**config.mk**
```make
export PLATFORM = sky130hd
export DESIGN_NAME = regop_exec_unit
export DESIGN_NICKNAME = d
export VERILOG_FILES = /design/src/rtl/regx_pkg.sv /design/src/rtl/regx_decode.sv /design/src/rtl/regx_alu.sv /design/src/rtl/regx_ctrl.sv /design/src/rtl/regx_arch.sv /design/src/rtl/regop_exec_unit.sv
export SDC_FILE = /design/constraint.sdc
export NUM_CORES = 1
export LEC_CHECK = 0
export BUFFER_PORTS_ARGS = -buffer_cell sky130_fd_sc_hd__buf_2
export CAP_MARGIN = 20
export CORE_MARGIN = 2
export CORE_UTILIZATION = 55
export DETAILED_ROUTE_END_ITERATION = 6
export PLACE_DENSITY = 0.86
export SYNTH_ARGS = -nofsm -noshare
export SYNTH_HDL_FRONTEND = slang
export SYNTH_SLANG_ARGS = --single-unit
```
**constraint.sdc**
```tcl
create_clock -name clk -period 2.44 [get_ports clk]
set_input_delay 0.122 -clock clk [delete_from_list [all_inputs] [get_ports clk]]
set_output_delay 0.122 -clock clk [all_outputs]
set_load 0.02 [all_outputs]
```
**src/rtl/regx_pkg.sv**
```systemverilog
package regx_pkg;

  localparam int DATA_W  = 8;
  localparam int ADDR_W  = 6;
  localparam int BIT_W   = $clog2(DATA_W);
  localparam int INSTR_W = ADDR_W + BIT_W + 4;
  localparam int HALF_W  = DATA_W / 2;

  typedef enum logic [3:0] {
    OP_NONE    = 4'd0,
    OP_INC     = 4'd1,
    OP_DECSKIP = 4'd2,
    OP_INCSKIP = 4'd3,
    OP_ROTR    = 4'd4,
    OP_ROTL    = 4'd5,
    OP_SWAP    = 4'd6,
    OP_BCLR    = 4'd7,
    OP_BSET    = 4'd8,
    OP_SKIPCLR = 4'd9,
    OP_SKIPSET = 4'd10
  } regx_op_e;

  typedef struct packed {
    regx_op_e            op;
    logic                to_reg;
    logic [BIT_W-1:0]    bidx;
    logic [ADDR_W-1:0]   raddr;
  } regx_dec_t;

endpackage

```
**src/rtl/regx_decode.sv**
```systemverilog
module regx_decode
  import regx_pkg::*;
(
  input  logic [INSTR_W-1:0] instr,
  output regx_dec_t          dec
);

  localparam int GRP_HI = INSTR_W - 2;
  localparam int SEL_LO = ADDR_W;

  logic [3:0] grp;
  logic [1:0] sel;
  logic [1:0] bop;

  assign grp = instr[GRP_HI -: 4];
  assign sel = instr[SEL_LO+1 : SEL_LO];
  assign bop = instr[GRP_HI-1 -: 2];

  always_comb begin
    dec.op     = OP_NONE;
    dec.to_reg = instr[SEL_LO];
    dec.bidx   = instr[SEL_LO +: BIT_W];
    dec.raddr  = instr[ADDR_W-1:0];
    if (!instr[INSTR_W-1]) begin
      if (instr[GRP_HI]) begin
        unique case (bop)
          2'b00:   dec.op = OP_BCLR;
          2'b01:   dec.op = OP_BSET;
          2'b10:   dec.op = OP_SKIPCLR;
          default: dec.op = OP_SKIPSET;
        endcase
      end else begin
        unique case (grp)
          4'b0101: dec.op = sel[1] ? OP_DECSKIP : OP_INC;
          4'b0110: dec.op = sel[1] ? OP_ROTL    : OP_ROTR;
          4'b0111: dec.op = sel[1] ? OP_INCSKIP : OP_SWAP;
          default: dec.op = OP_NONE;
        endcase
      end
    end
  end

endmodule

```
**src/rtl/regx_alu.sv**
```systemverilog
module regx_alu
  import regx_pkg::*;
(
  input  regx_op_e          op,
  input  logic              to_reg,
  input  logic [BIT_W-1:0]  bidx,
  input  logic [DATA_W-1:0] opnd,
  input  logic              c_in,
  output logic [DATA_W-1:0] result,
  output logic              c_out,
  output logic              z_out,
  output logic              skip,
  output logic              wr_reg,
  output logic              wr_acc,
  output logic              upd_z,
  output logic              upd_c
);

  logic [DATA_W-1:0] bit_mask;
  logic [DATA_W-1:0] plus_one;
  logic [DATA_W-1:0] minus_one;
  logic              sel_bit;

  for (genvar g = 0; g < DATA_W; g++) begin : g_mask
    assign bit_mask[g] = (bidx == BIT_W'(g));
  end

  assign plus_one  = opnd + DATA_W'(1);
  assign minus_one = opnd - DATA_W'(1);
  assign sel_bit   = |(opnd & bit_mask);

  always_comb begin
    result = opnd;
    c_out  = c_in;
    skip   = 1'b0;
    wr_reg = 1'b0;
    wr_acc = 1'b0;
    upd_z  = 1'b0;
    upd_c  = 1'b0;
    unique case (op)
      OP_INC: begin
        result = plus_one;
        upd_z  = 1'b1;
        wr_reg = to_reg;
        wr_acc = ~to_reg;
      end
      OP_DECSKIP: begin
        result = minus_one;
        skip   = (minus_one == '0);
        wr_reg = to_reg;
        wr_acc = ~to_reg;
      end
      OP_INCSKIP: begin
        result = plus_one;
        skip   = (plus_one == '0);
        wr_reg = to_reg;
        wr_acc = ~to_reg;
      end
      OP_ROTR: begin
        result = {c_in, opnd[DATA_W-1:1]};
        c_out  = opnd[0];
        upd_c  = 1'b1;
        wr_reg = to_reg;
        wr_acc = ~to_reg;
      end
      OP_ROTL: begin
        result = {opnd[DATA_W-2:0], c_in};
        c_out  = opnd[DATA_W-1];
        upd_c  = 1'b1;
        wr_reg = to_reg;
        wr_acc = ~to_reg;
      end
      OP_SWAP: begin
        result = {opnd[HALF_W-1:0], opnd[DATA_W-1:HALF_W]};
        wr_reg = to_reg;
        wr_acc = ~to_reg;
      end
      OP_BCLR: begin
        result = opnd & ~bit_mask;
        wr_reg = 1'b1;
      end
      OP_BSET: begin
        result = opnd | bit_mask;
        wr_reg = 1'b1;
      end
      OP_SKIPCLR: skip = ~sel_bit;
      OP_SKIPSET: skip = sel_bit;
      default: ;
    endcase
  end

  assign z_out = (result == '0);

endmodule

```
**src/rtl/regx_ctrl.sv**
```systemverilog
module regx_ctrl
  import regx_pkg::*;
(
  input  logic              clk,
  input  logic              rst_n,
  input  logic              instr_valid,
  input  regx_dec_t         dec_in,
  input  logic [DATA_W-1:0] opnd_in,
  input  logic              skip_taken,
  output logic              core_rst_n,
  output logic              issue_slot,
  output logic              exec_live,
  output regx_dec_t         stg_dec,
  output logic [DATA_W-1:0] stg_opnd
);

  logic [1:0] sync_q;
  logic       phase_q, phase_d;
  logic       stg_en;
  logic       stg_valid_q, stg_sq_q;
  logic       squash_q, squash_d, squash_en;
  regx_dec_t  stg_dec_q;
  logic [DATA_W-1:0] stg_opnd_q;

  // reset: asserted at once, released after two clock edges
  always_ff @(posedge clk or negedge rst_n) begin
    if (!rst_n) sync_q <= 2'b00;
    else        sync_q <= {sync_q[0], 1'b1};
  end
  assign core_rst_n = sync_q[1];

  // issue / execute phase
  always_comb phase_d = ~phase_q;

  always_ff @(posedge clk or negedge core_rst_n) begin
    if (!core_rst_n) phase_q <= 1'b0;
    else             phase_q <= phase_d;
  end

  assign issue_slot = core_rst_n & ~phase_q;
  assign stg_en     = issue_slot;

  // instruction stage, loaded in the issue clock
  always_ff @(posedge clk or negedge core_rst_n) begin
    if (!core_rst_n) begin
      stg_valid_q <= 1'b0;
      stg_sq_q    <= 1'b0;
      stg_opnd_q  <= '0;
      stg_dec_q   <= '{op: OP_NONE, default: '0};
    end else if (stg_en) begin
      stg_valid_q <= instr_valid;
      stg_sq_q    <= squash_q;
      stg_opnd_q  <= opnd_in;
      stg_dec_q   <= dec_in;
    end
  end

  // squash state: updated only when a valid instruction executes
  assign squash_en = phase_q & stg_valid_q;
  always_comb squash_d = skip_taken;

  always_ff @(posedge clk or negedge core_rst_n) begin
    if (!core_rst_n)    squash_q <= 1'b0;
    else if (squash_en) squash_q <= squash_d;
  end

  assign exec_live = phase_q & stg_valid_q & ~stg_sq_q;
  assign stg_dec   = stg_dec_q;
  assign stg_opnd  = stg_opnd_q;

endmodule

```
**src/rtl/regx_arch.sv**
```systemverilog
module regx_arch
  import regx_pkg::*;
(
  input  logic              clk,
  input  logic              core_rst_n,
  input  logic              acc_en,
  input  logic [DATA_W-1:0] acc_d,
  input  logic              z_en,
  input  logic              z_d,
  input  logic              c_en,
  input  logic              c_d,
  output logic [DATA_W-1:0] acc_q,
  output logic              z_q,
  output logic              c_q
);

  always_ff @(posedge clk or negedge core_rst_n) begin
    if (!core_rst_n)  acc_q <= '0;
    else if (acc_en)  acc_q <= acc_d;
  end

  always_ff @(posedge clk or negedge core_rst_n) begin
    if (!core_rst_n) z_q <= 1'b0;
    else if (z_en)   z_q <= z_d;
  end

  always_ff @(posedge clk or negedge core_rst_n) begin
    if (!core_rst_n) c_q <= 1'b0;
    else if (c_en)   c_q <= c_d;
  end

endmodule

```
**src/rtl/regop_exec_unit.sv**
```systemverilog
module regop_exec_unit
  import regx_pkg::*;
(
  input  logic               clk,
  input  logic               rst_n,
  input  logic               instr_valid,
  input  logic [INSTR_W-1:0] instr,
  output logic [ADDR_W-1:0]  rf_raddr,
  input  logic [DATA_W-1:0]  rf_rdata,
  output logic               rf_we,
  output logic [ADDR_W-1:0]  rf_waddr,
  output logic [DATA_W-1:0]  rf_wdata,
  output logic [DATA_W-1:0]  acc,
  output logic               flag_z,
  output logic               flag_c,
  output logic               skip_next,
  output logic               issue_slot
);

  regx_dec_t         dec_w, stg_dec;
  logic [DATA_W-1:0] stg_opnd;
  logic              core_rst_n, exec_live;
  logic [DATA_W-1:0] alu_res;
  logic              alu_c, alu_z, alu_skip;
  logic              alu_wr_reg, alu_wr_acc, alu_upd_z, alu_upd_c;
  logic              acc_wr;

  assign rf_raddr = instr[ADDR_W-1:0];

  regx_decode u_decode (
    .instr (instr),
    .dec   (dec_w)
  );

  regx_ctrl u_ctrl (
    .clk         (clk),
    .rst_n       (rst_n),
    .instr_valid (instr_valid),
    .dec_in      (dec_w),
    .opnd_in     (rf_rdata),
    .skip_taken  (skip_next),
    .core_rst_n  (core_rst_n),
    .issue_slot  (issue_slot),
    .exec_live   (exec_live),
    .stg_dec     (stg_dec),
    .stg_opnd    (stg_opnd)
  );

  regx_alu u_alu (
    .op     (stg_dec.op),
    .to_reg (stg_dec.to_reg),
    .bidx   (stg_dec.bidx),
    .opnd   (stg_opnd),
    .c_in   (flag_c),
    .result (alu_res),
    .c_out  (alu_c),
    .z_out  (alu_z),
    .skip   (alu_skip),
    .wr_reg (alu_wr_reg),
    .wr_acc (alu_wr_acc),
    .upd_z  (alu_upd_z),
    .upd_c  (alu_upd_c)
  );

  assign rf_we     = exec_live & alu_wr_reg;
  assign acc_wr    = exec_live & alu_wr_acc;
  assign skip_next = exec_live & alu_skip;
  assign rf_waddr  = stg_dec.raddr;
  assign rf_wdata  = alu_res;

  regx_arch u_arch (
    .clk        (clk),
    .core_rst_n (core_rst_n),
    .acc_en     (acc_wr),
    .acc_d      (alu_res),
    .z_en       (exec_live & alu_upd_z),
    .z_d        (alu_z),
    .c_en       (exec_live & alu_upd_c),
    .c_d        (alu_c),
    .acc_q      (acc),
    .z_q        (flag_z),
    .c_q        (flag_c)
  );

endmodule

```
==> results.txt, run 1 <==
Status = finished, violations left
Failing checks = negative setup slack
Max-cap violation count = 0
Insertion delay of the later-clocked pin in the worst-skew pair = 300 ps
Final hold viol count = 0
Dpl hpwl = 5.88 mm
Final WS setup = -164 ps
Gr ovfl total = 0
Placer Congestion = 0.977
Crit path launch type = flip-flop
Net Count, Synth = 388
I/O pins = 57
Area growth from synthesis to layout = 28.3%
Seq/Total Area, Yosys = 31.3%
Setup TNS = -260 ps
Worst VDD drop = 0.000426 V
Yosys reg bits = 37
Clock sinks = 37
Clock-pin slew on the worst setup and hold paths = 90 ps
First-pass GRT wire length = 13.9 mm
Fin crit share = 107%
Mapped Area = 2960 µm²
Vias per inst = 6.15
CP top delay family = compound AO/OA/AOI/OAI gates
Drt pass-1 iters = 5
Worst-Margin Slew = 654 ps
Hold_ws = 7.95 ps
Warnings from Yosys = 0
Worst setup EP type = output port
WP data required = 2320 ps
DR vias = 3095
# DRC = 0
CTS Buffer Depth = 2
Clk root buf = clkbuf_8
Post-synth EDFFs = 0
Vias in the first global route = 2847
Most frequent cells in the layout = 69 x nand2_1, 54 x buf_2, 51 x buf_4
P per Cell Area = 617 nW/µm²
DRT iter0 DRCs = 272
Total chip power = 0.00234 W
Critical path class = reg2out
Core area = 5140 µm²
Slew Limit Headroom = 56.1%
Initial Utilization = 57.6%
Mapped Avg Cell Area = 8.29 µm²
NumNets Final = 463
Diode count = 0
Most common cell after layout, fill and taps aside = nand2_1
RSZ-0062 raised after global routing = yes
FMAX = 0.384 GHz
Final Critical Period = 2600 ps
Share of cells above drive strength 1 = 37.4%
Detail Route Antenna Nets = 0
Hold crit path type = in2reg
# fillers = 412
Clock skew = 8.37 ps
Max Fanout on Critical Path = 5
Post-synth cell types = 68
CP bufs+invs = 2
Num CTS Buffers = 5
Slowest cell on crit path = or4b_4
CTS tree = done
Pleak = 1.76 nW
WL per Instance = 17.5 µm
Pin count of the biggest net entering global routing = 36
Crit-path cells = buf_6, nand3_4, or4b_4, a211o_1, a21o_1, a311oi_2, buf_4
Max incr delay on CP = 540 ps
Internal reg-to-reg setup slack = 20 ps
Die W = 77.4 µm
WL final = 8.80 mm
Final setup fails = 3
Primary FF master, synth = dfrtp_1
IO buf count = 56
Ys async rst share = 100%
WP data arrival = 2480 ps
Die ar. = 5990 µm²
Pins over their slew limit = 0
Mapped Cells = 357
FP Rows = 26
H-tree Lvls = 2
Die Y = 77.4 µm
Initial antenna violation count = 0
Total Routing Usage GR = 28.8%
[state kept, by name, indices dropped and copies added, names as in the netlist]
name	flops
u_ctrl.stg_opnd	8
u_ctrl.phase_q	1
u_ctrl.stg_dec	13
u_ctrl.sync_q	2
u_arch.c_q	1
u_ctrl.squash_q	1
u_ctrl.stg_valid_q	1
u_arch.acc_q	8
u_arch.z_q	1
u_ctrl.stg_sq_q	1
[cell usage after synthesis, types with 5 or more instances]
cell type	count	area share [%]
inv_1	14	1.8
a21oi_1	9	1.5
dfrtp_1	37	31
ha_1	7	3.0
nand2_1	69	8.7
mux2i_1	11	3.7
o22ai_1	5	1.1
buf_2	7	1.2
o31ai_1	6	1.5
o21ai_0	23	3.9
nand3b_1	7	1.8
or3_1	5	1.1
nor2_1	14	1.8
nand2b_1	5	1.1
clkbuf_1	16	2.0
a211o_1	5	1.5
nor3_1	5	0.85
buf_4	13	3.3
[final timing paths]
check                                   start                 end  cells after the start
min                               rf_rdata[2]  u_ctrl.stg_opnd[2]                      3
max reg2reg                u_ctrl.stg_opnd[0]     u_ctrl.squash_q                      9
max in group asynchronous    u_ctrl.sync_q[1]  u_ctrl.stg_dec[11]                      1
min reg2reg                  u_ctrl.sync_q[1]  u_ctrl.stg_opnd[2]                      1
max                        u_ctrl.stg_opnd[0]           skip_next                      7
min in group asynchronous               rst_n    u_ctrl.sync_q[0]                      2
[power breakdown]
| part | switching (W) | internal [W] |
|---|---|---|
| clock network | 0.000247 | 0.000306 |
| registers | 0.0000947 | 0.000718 |
| logic | 0.000556 | 0.000419 |
| total | 0.000898 | 0.00144 |
[routing by layer]
layer  part of all wire, %  global-route usage, %  vias up
met5                     0                      0        -
met1                    39                   37.3     1466
met3                   9.5                   5.58       37
met4                   3.4                   12.1        0
li1                      -                      -     1413
met2                    48                   47.4      179
[final cells by class]
cell class | instances | area, µm² | area share, %
well taps | 70 | 87.6 | 2.31
repair buffers | 110 | 731 | 19.2
clock inverters | 3 | 46.3 | 1.22
flip-flops and latches | 37 | 940 | 24.7
inverters | 15 | 56.3 | 1.48
clock buffers | 5 | 68.8 | 1.81
multi-input cells | 263 | 1870 | 49.2
[logic make-up after synthesis]
group / share of synthesized area, %
flip-flops: 31.3
XOR/XNOR: 1.18
buffers and inverters: 10.2
multiplexers: 7.14
AND/OR/NAND/NOR: 26.6
adder cells (fa/ha/maj): 2.96
other: 0.127
AO/OA/AOI/OAI: 20.5
[worst min-delay path: cells and delay by family]
kind / cells / cell delay [ps]
AND/OR/NAND/NOR: 2 / 80
buffers and inverters: 1 / 70
[metrics by stage]
stage          setup WS, ps  cells  util [%]  area (µm²)
3_3_place_gp            141    472      64.8        3330
5_1_grt                -225    503      73.9        3800
6_report               -164    503      73.9        3800
3_5_place_dp          -71.2    472      64.8        3330
4_1_cts               -69.5    492      70.1        3600
2_1_floorplan          14.8    357         -        2960
[repair_timing]
item | CTS | global route
buffers inserted | 11 | 10
setup endpoints to repair | 7 | 8
gates resized for setup | 24 | 17
pin swaps | 8 | 6
hold buffers | 1 | 0
endpoints found under the hold margin | 2 | 0
gates cloned | 0 | 1
No activity file was read; power rests on OpenSTA's default activity.
==> inputs of run 2 (changes only) <==
--- a/config.mk
+++ b/config.mk
@@ -5,12 +5,12 @@
 export SDC_FILE = /design/constraint.sdc
 export NUM_CORES = 1
 export LEC_CHECK = 0
-export BUFFER_PORTS_ARGS = -buffer_cell sky130_fd_sc_hd__buf_2
 export CAP_MARGIN = 20
 export CORE_MARGIN = 2
 export CORE_UTILIZATION = 55
 export DETAILED_ROUTE_END_ITERATION = 6
-export PLACE_DENSITY = 0.86
+export DONT_BUFFER_PORTS = 1
+export PLACE_DENSITY = 0.77
 export SYNTH_ARGS = -nofsm -noshare
 export SYNTH_HDL_FRONTEND = slang
 export SYNTH_SLANG_ARGS = --single-unit
==> constraint.sdc (replaced) <==
create_clock -name clk -period 2.44 [get_ports clk]
set_input_delay 0 -clock clk [delete_from_list [all_inputs] [get_ports clk]]
set_output_delay 0 -clock clk [all_outputs]
set_load 0.02 [all_outputs]
==> run 2 against run 1 <==
The flow still finishes with violations (negative setup slack). Via count is 6.3% lower. Utilization is 5.7 points lower. Worst hold slack worse by 7.9 ps.
==> results.txt, run 2 (synthesis gave the netlist of run 1 again) <==
Status = finished, violations left
Failing checks = negative setup slack
Critical Path Source = u_ctrl.stg_opnd[0]
Final WS setup = -54.5 ps (+110 ps)
Most frequent cells in the layout = 69 x nand2_1, 31 x buf_4, 29 x dfrtp_1
FF-to-FF End = u_arch.z_q
DR vias = 2900 (-6.3%)
Max-cap violation count = 0 (unchanged)
Clk root buf = clkbuf_8
H-tree Lvls = 2 (unchanged)
Final Critical Period = 2490 ps (-110 ps)
Critical path class = reg2out
Gr ovfl total = 0 (unchanged)
Reg-to-Reg Start = u_ctrl.stg_opnd[0]
Dpl cell area = 3050 µm² (-8.4%)
Max Fanout on Critical Path = 6 (+1)
Share of cells above drive strength 1 = 21.1% (-16 points)
Initial antenna violation count = 0 (unchanged)
Num CTS Buffers = 5 (unchanged)
Worst-Margin Slew = 539 ps (-115 ps)
Die ar. = 5990 µm² (unchanged)
Pleak = 1.49 nW (-15%)
Pin count of the biggest net entering global routing = 36 (unchanged)
FP Rows = 26 (unchanged)
Internal reg-to-reg setup slack = 30 ps (about the same)
Total chip power = 0.00207 W (-12%)
Diode count = 0 (unchanged)
NumNets Final = 410 (-11%)
Crit-path cells = ha_4, or4b_1, a211o_1, a21o_1, a311oi_2, buf_4
Worst setup EP type = output port
Design Area, Final = 3500 µm² (-7.8%)
Core area = 5140 µm² (unchanged)
WP data required = 2440 ps (+120 ps)
Vias in the first global route = 2749 (-3.4%)
Pins over their slew limit = 0 (unchanged)
Area growth from synthesis to layout = 18.3%
P per Cell Area = 591 nW/µm² (-4.1%)
Setup TNS = -54.5 ps (+205 ps)
WL per Instance = 18.1 µm (+3.5%)
Fin crit share = 102% (-4.5 points)
Clock skew = 7.77 ps (-0.595 ps)
WL final = 8.13 mm (-7.6%)
CTS tree = done
Max incr delay on CP = 520 ps (-20 ps)
Hold crit path type = in2out
RSZ-0062 raised after global routing = yes
Total Routing Usage GR = 27.6% (-1.2 points)
Crit path launch type = flip-flop
FMAX = 0.401 GHz (+4.4%)
Dpl hpwl = 5.39 mm (-8.3%)
WP data arrival = 2490 ps (about the same)
Insertion delay of the later-clocked pin in the worst-skew pair = 290 ps (about the same)
Most common cell after layout, fill and taps aside = nand2_1
Die W = 77.4 µm (unchanged)
First-pass GRT wire length = 13.3 mm (-4.4%)
Drt pass-1 iters = 5 (unchanged)
CTS Buffer Depth = 2 (unchanged)
Slowest cell on crit path = or4b_1
# DRC = 0 (unchanged)
Largest register FFs = 13 (unchanged)
Crit path to = skip_next
Vias per inst = 6.46 (+5.0%)
Die Y = 77.4 µm (unchanged)
Slew Limit Headroom = 63.7% (+7.6 points)
Final hold viol count = 0 (unchanged)
IO buf count = 0 (-100%)
Initial Utilization = 57.6% (unchanged)
Placer Congestion = 0.956 (-2.1%)
Final setup fails = 1 (-2)
R2R depth = 8 (-1)
Detail Route Antenna Nets = 0 (unchanged)
Clock-pin slew on the worst setup and hold paths = 70 ps (-20 ps)
Clock sinks = 37 (unchanged)
I/O pins = 57 (unchanged)
DRT iter0 DRCs = 335 (+23%)
Worst VDD drop = 0.000406 V (-4.7%)
## run 2: cell count changes in the layout (fill, tap and decap cells not counted), moves of 2 or more
cell / delta
buf_2: -54
buf_4: -20
inv_1: -2
dfrtp_1: +3
inv_2: +2
o31ai_1: +3
dfrtp_2: -3
o31ai_2: -2
dlygate4sd3_1: +22
## run 2: per-stage QoR
stage / instances / worst slack (ps) / hold slack (ps) / util, %
after floorplan: 357 / 14.8 / -296 / -
after global placement: 416 / 230 / -296 / 59.3
after detailed placement: 416 / 95.3 / -296 / 59.3
after CTS: 449 / -19.9 / 0.145 / 66.8
after global routing: 449 / -131 / 0.0234 / 68.1
final: 449 / -54.5 / 0.00831 / 68.1
## run 2: worst max-delay path: cells and delay by family, from the launching register on
| family | cells | cell delay (ps) |
|---|---|---|
| AOI/OAI and AO/OA | 3 | 840 |
| and+or+nand+nor | 1 | 520 |
| DFF | 1 | 450 |
| adders and majority gates | 1 | 200 |
| buffers and inverters | 1 | 210 |
## run 2: worst min path at each step
stage | end | slack [ps] | depth (start not counted) | startpoint
finish | rf_raddr[5] | 0.008 | 0 | instr[5]
global route | rf_raddr[4] | 0.02 | 0 | instr[4]
CTS | rf_raddr[2] | 0.1 | 0 | instr[2]
detailed placement | u_ctrl.sync_q[0] | -300 | 0 | rst_n
global placement | u_ctrl.sync_q[0] | -300 | 0 | rst_n
floorplan | u_ctrl.sync_q[0] | -300 | 0 | rst_n
## run 2: layout make-up
class | count | area (µm²)
Multi-Input combinational cell | 263 | 1830
Sequential cell | 37 | 936
Tap cell | 70 | 87.6
Inverter | 15 | 56.3
Clock inverter | 1 | 7.51
Timing Repair Buffer | 57 | 505
Clock buffer | 6 | 82.6
Fill cell | 443 | 1640
## run 2: where the power goes
part           switching [W]  internal (W)
combinational       0.000386      0.000319
clock               0.000219      0.000223
sequential          0.000207      0.000718
total               0.000811       0.00126
## run 2: routing by layer
| layer | vias to the layer above | wire length [µm] | global-route usage, % | share of wire [%] |
|---|---|---|---|---|
| met4 | 0 | 263 | 12.3 | 3.2 |
| met1 | 1380 | 3190 | 35.2 | 39 |
| li1 | 1300 | - | - | - |
| met2 | 191 | 3940 | 45.8 | 48 |
| met5 | - | 0 | 0 | 0 |
| met3 | 29 | 730 | 4.88 | 9.0 |
## run 2: what timing repair did
item / 4_1_cts / 5_1_grt
buffers inserted: 3 / 0
pin swaps: 2 / 6
endpoints found under the setup margin: 2 / 8
endpoints found under the hold margin: 24 / 0
resized for setup: 12 / 19
hold buffers: 23 / 0
==> inputs of run 3 (changes only) <==
--- a/config.mk
+++ b/config.mk
@@ -6,11 +6,13 @@
 export NUM_CORES = 1
 export LEC_CHECK = 0
 export CAP_MARGIN = 20
+export CELL_PAD_IN_SITES_DETAIL_PLACEMENT = 1
+export CELL_PAD_IN_SITES_GLOBAL_PLACEMENT = 2
 export CORE_MARGIN = 2
-export CORE_UTILIZATION = 55
+export CORE_UTILIZATION = 38
 export DETAILED_ROUTE_END_ITERATION = 6
 export DONT_BUFFER_PORTS = 1
-export PLACE_DENSITY = 0.77
+export PLACE_DENSITY = 0.88
 export SYNTH_ARGS = -nofsm -noshare
 export SYNTH_HDL_FRONTEND = slang
 export SYNTH_SLANG_ARGS = --single-unit
==> run 3 against run 2 <==
The run still ends with negative setup slack left. Clock skew up 1.7 ps. First-iteration DRC count down 30%. Non-clock buffer count up 16. Sequential share of layout area down 1.1 points. Maximum frequency down 1.0%. Final area up 4.1%. Critical path type unchanged. Critical endpoint unchanged. Sequential cell count unchanged. Highest routed layer unchanged. Die area up 42%. Utilization down 20 points. Largest cell class unchanged. Worst setup slack worse by 26 ps. Clock power up 5.9%.
==> results.txt, run 3 (synthesis gave the netlist of run 1 again) <==
Placed insts = 456 (+9.6%)
DR vias = 2868 (-1.1%)
Drt pass-1 iters = 4 (-1)
Non-filler instance count after layout = 498 (+11%)
Gr ovfl total = 0 (unchanged)
Hold crit path type = in2out
Largest register FFs = 13 (unchanged)
Initial antenna violation count = 0 (unchanged)
Crit-path cells = buf_6, ha_4, or4b_1, a211o_1, a21o_1, a311oi_2, buf_4
Total Routing Usage GR = 23.2% (-4.4 points)
First-pass GRT wire length = 15.6 mm (+17%)
Slew Limit Headroom = 53.3% (-10 points)
Internal reg-to-reg setup slack = 40 ps (about the same)
CTS Buffer Depth = 2 (unchanged)
IO buf count = 0 (unchanged)
CP bufs+invs = 2 (+1)
Critical path class = reg2out
Slowest cell on crit path = or4b_1
Die W = 92.3 µm (+19%)
H-tree Lvls = 2 (unchanged)
RSZ-0062 raised after global routing = yes
P per Cell Area = 589 nW/µm² (-0.48%)
Hold-critical path depth = 0 (unchanged)
Area growth from synthesis to layout = 23.1%
Clk root buf = clkbuf_8
Die ar. = 8510 µm² (+42%)
Final setup fails = 1 (unchanged)
WL final = 9.56 mm (+18%)
Final Critical Period = 2520 ps (+26.2 ps)
Dpl hpwl = 6.55 mm (+21%)
FF-to-FF End = u_ctrl.squash_q
FMAX = 0.397 GHz (-1.0%)
Final hold viol count = 0 (unchanged)
Placer Congestion = 0.877 (-8.3%)
Diode count = 0 (unchanged)
Max Fanout on Critical Path = 6 (unchanged)
Max-cap violation count = 0 (unchanged)
NumNets Final = 426 (+3.9%)
Worst-Margin Slew = 695 ps (+157 ps)
Final WS setup = -80.6 ps (-26.2 ps)
R2R depth = 9 (+1)
Post-Place Worst Slack = -7.41 ps (-103 ps)
Reg-to-Reg Start = u_ctrl.stg_opnd[1]
# fillers = 900 (+100%)
Failing checks = negative setup slack
Most frequent cells in the layout = 69 x nand2_1, 43 x buf_4, 32 x dfrtp_1
Vias per inst = 5.76 (-11%)
# DRC = 0 (unchanged)
Pleak = 1.57 nW (+5.3%)
Num CTS Buffers = 5 (unchanged)
Clock sinks = 37 (unchanged)
Clock skew = 9.42 ps (+1.65 ps)
Setup TNS = -80.6 ps (-26.2 ps)
Vias in the first global route = 3000 (+9.1%)
Clock-pin slew on the worst setup and hold paths = 90 ps (+20 ps)
CP top delay family = compound AO/OA/AOI/OAI gates
Fin crit share = 103% (+1.1 points)
Most common cell after layout, fill and taps aside = nand2_1
Pins over their slew limit = 0 (unchanged)
Share of cells above drive strength 1 = 22.7% (+1.6 points)
Detail Route Antenna Nets = 0 (unchanged)
HP Start = instr[4]
Initial Utilization = 38.7% (-19 points)
FP Rows = 32 (+23%)
DRT iter0 DRCs = 234 (-30%)
Worst VDD drop = 0.000317 V (-22%)
I/O pins = 57 (unchanged)
CTS tree = done
Core area = 7650 µm² (+49%)
Status = finished, violations left
Worst setup EP type = output port
WP data required = 2440 ps (about the same)
Pin count of the biggest net entering global routing = 36 (unchanged)
Die Y = 92.3 µm (+19%)
WP data arrival = 2520 ps (+30 ps)
Insertion delay of the later-clocked pin in the worst-skew pair = 300 ps (about the same)
Max incr delay on CP = 510 ps (about the same)
Crit path launch type = flip-flop
WL per Instance = 19.2 µm (+6.1%)
Worst Hold End = rf_raddr[4]
run 3: changes by cell type in the layout (fill, tap and decap cells not counted), moves of 3 or more:
cell / previous run / this run
buf_4: 31 / 43
buf_6: 2 / 6
dfrtp_1: 29 / 32
dfrtp_2: 8 / 5
run 3: repair_timing:
action / in CTS / in global routing
pin swaps: 5 / 4
endpoints found under the setup margin: 5 / 9
hold buffers: 23 / 0
buffers inserted: 9 / 2
endpoints found under the hold margin: 24 / 0
gates resized for setup: 13 / 12
run 3: worst max-delay path by stage:
stage                             from  cells after the start    endpoint  slack, ps
global route        u_ctrl.stg_opnd[1]                      7   skip_next       -150
floorplan           u_ctrl.stg_opnd[0]                      9  u_arch.z_q         10
detailed placement  u_ctrl.stg_opnd[1]                      8  u_arch.z_q         -7
CTS                 u_ctrl.stg_opnd[3]                      7   skip_next        -20
global placement    u_ctrl.stg_dec[11]                      8  u_arch.z_q        100
finish              u_ctrl.stg_opnd[1]                      7   skip_next        -80
run 3: power breakdown:
group	switching [W]	internal, W	leakage, nW
registers	0.000194	0.000717	0.458
clock network	0.000265	0.000203	0.0481
logic	0.000421	0.000346	1.06
total	0.000879	0.00127	1.57
run 3: area by class of cell:
type                    count  area, µm²  share of cell area [%]
clock buffers               5       68.8                    1.89
clock inverters             3       22.5                   0.618
inverters                  15       56.3                    1.54
multi-input cells         263       1800                    49.3
flip-flops and latches     37        932                    25.6
well taps                 102        128                    3.50
repair buffers             73        641                    17.6
run 3: stage by stage:
stage	total power, W	cell area (µm²)	hold WS (ps)	util [%]
finish	0.00215	3640	0.00911	47.7
floorplan	0.00138	2960	-296	-
global route	0.00227	3640	0.0200	47.7
detailed placement	0.00160	3150	-296	41.2
global placement	0.00157	3150	-296	41.2
CTS	0.00214	3580	0.144	46.8
run 3: metal layers:
layer | track usage (%) | routed length, µm | up-vias | part of all wire [%]
met4 | 6.97 | 161 | 0 | 1.7
met1 | 29.9 | 4220 | 1412 | 44
li1 | - | - | 1334 | -
met5 | 0 | 0 | - | 0
met2 | 39.8 | 4760 | 105 | 50
met3 | 3.86 | 421 | 17 | 4.4
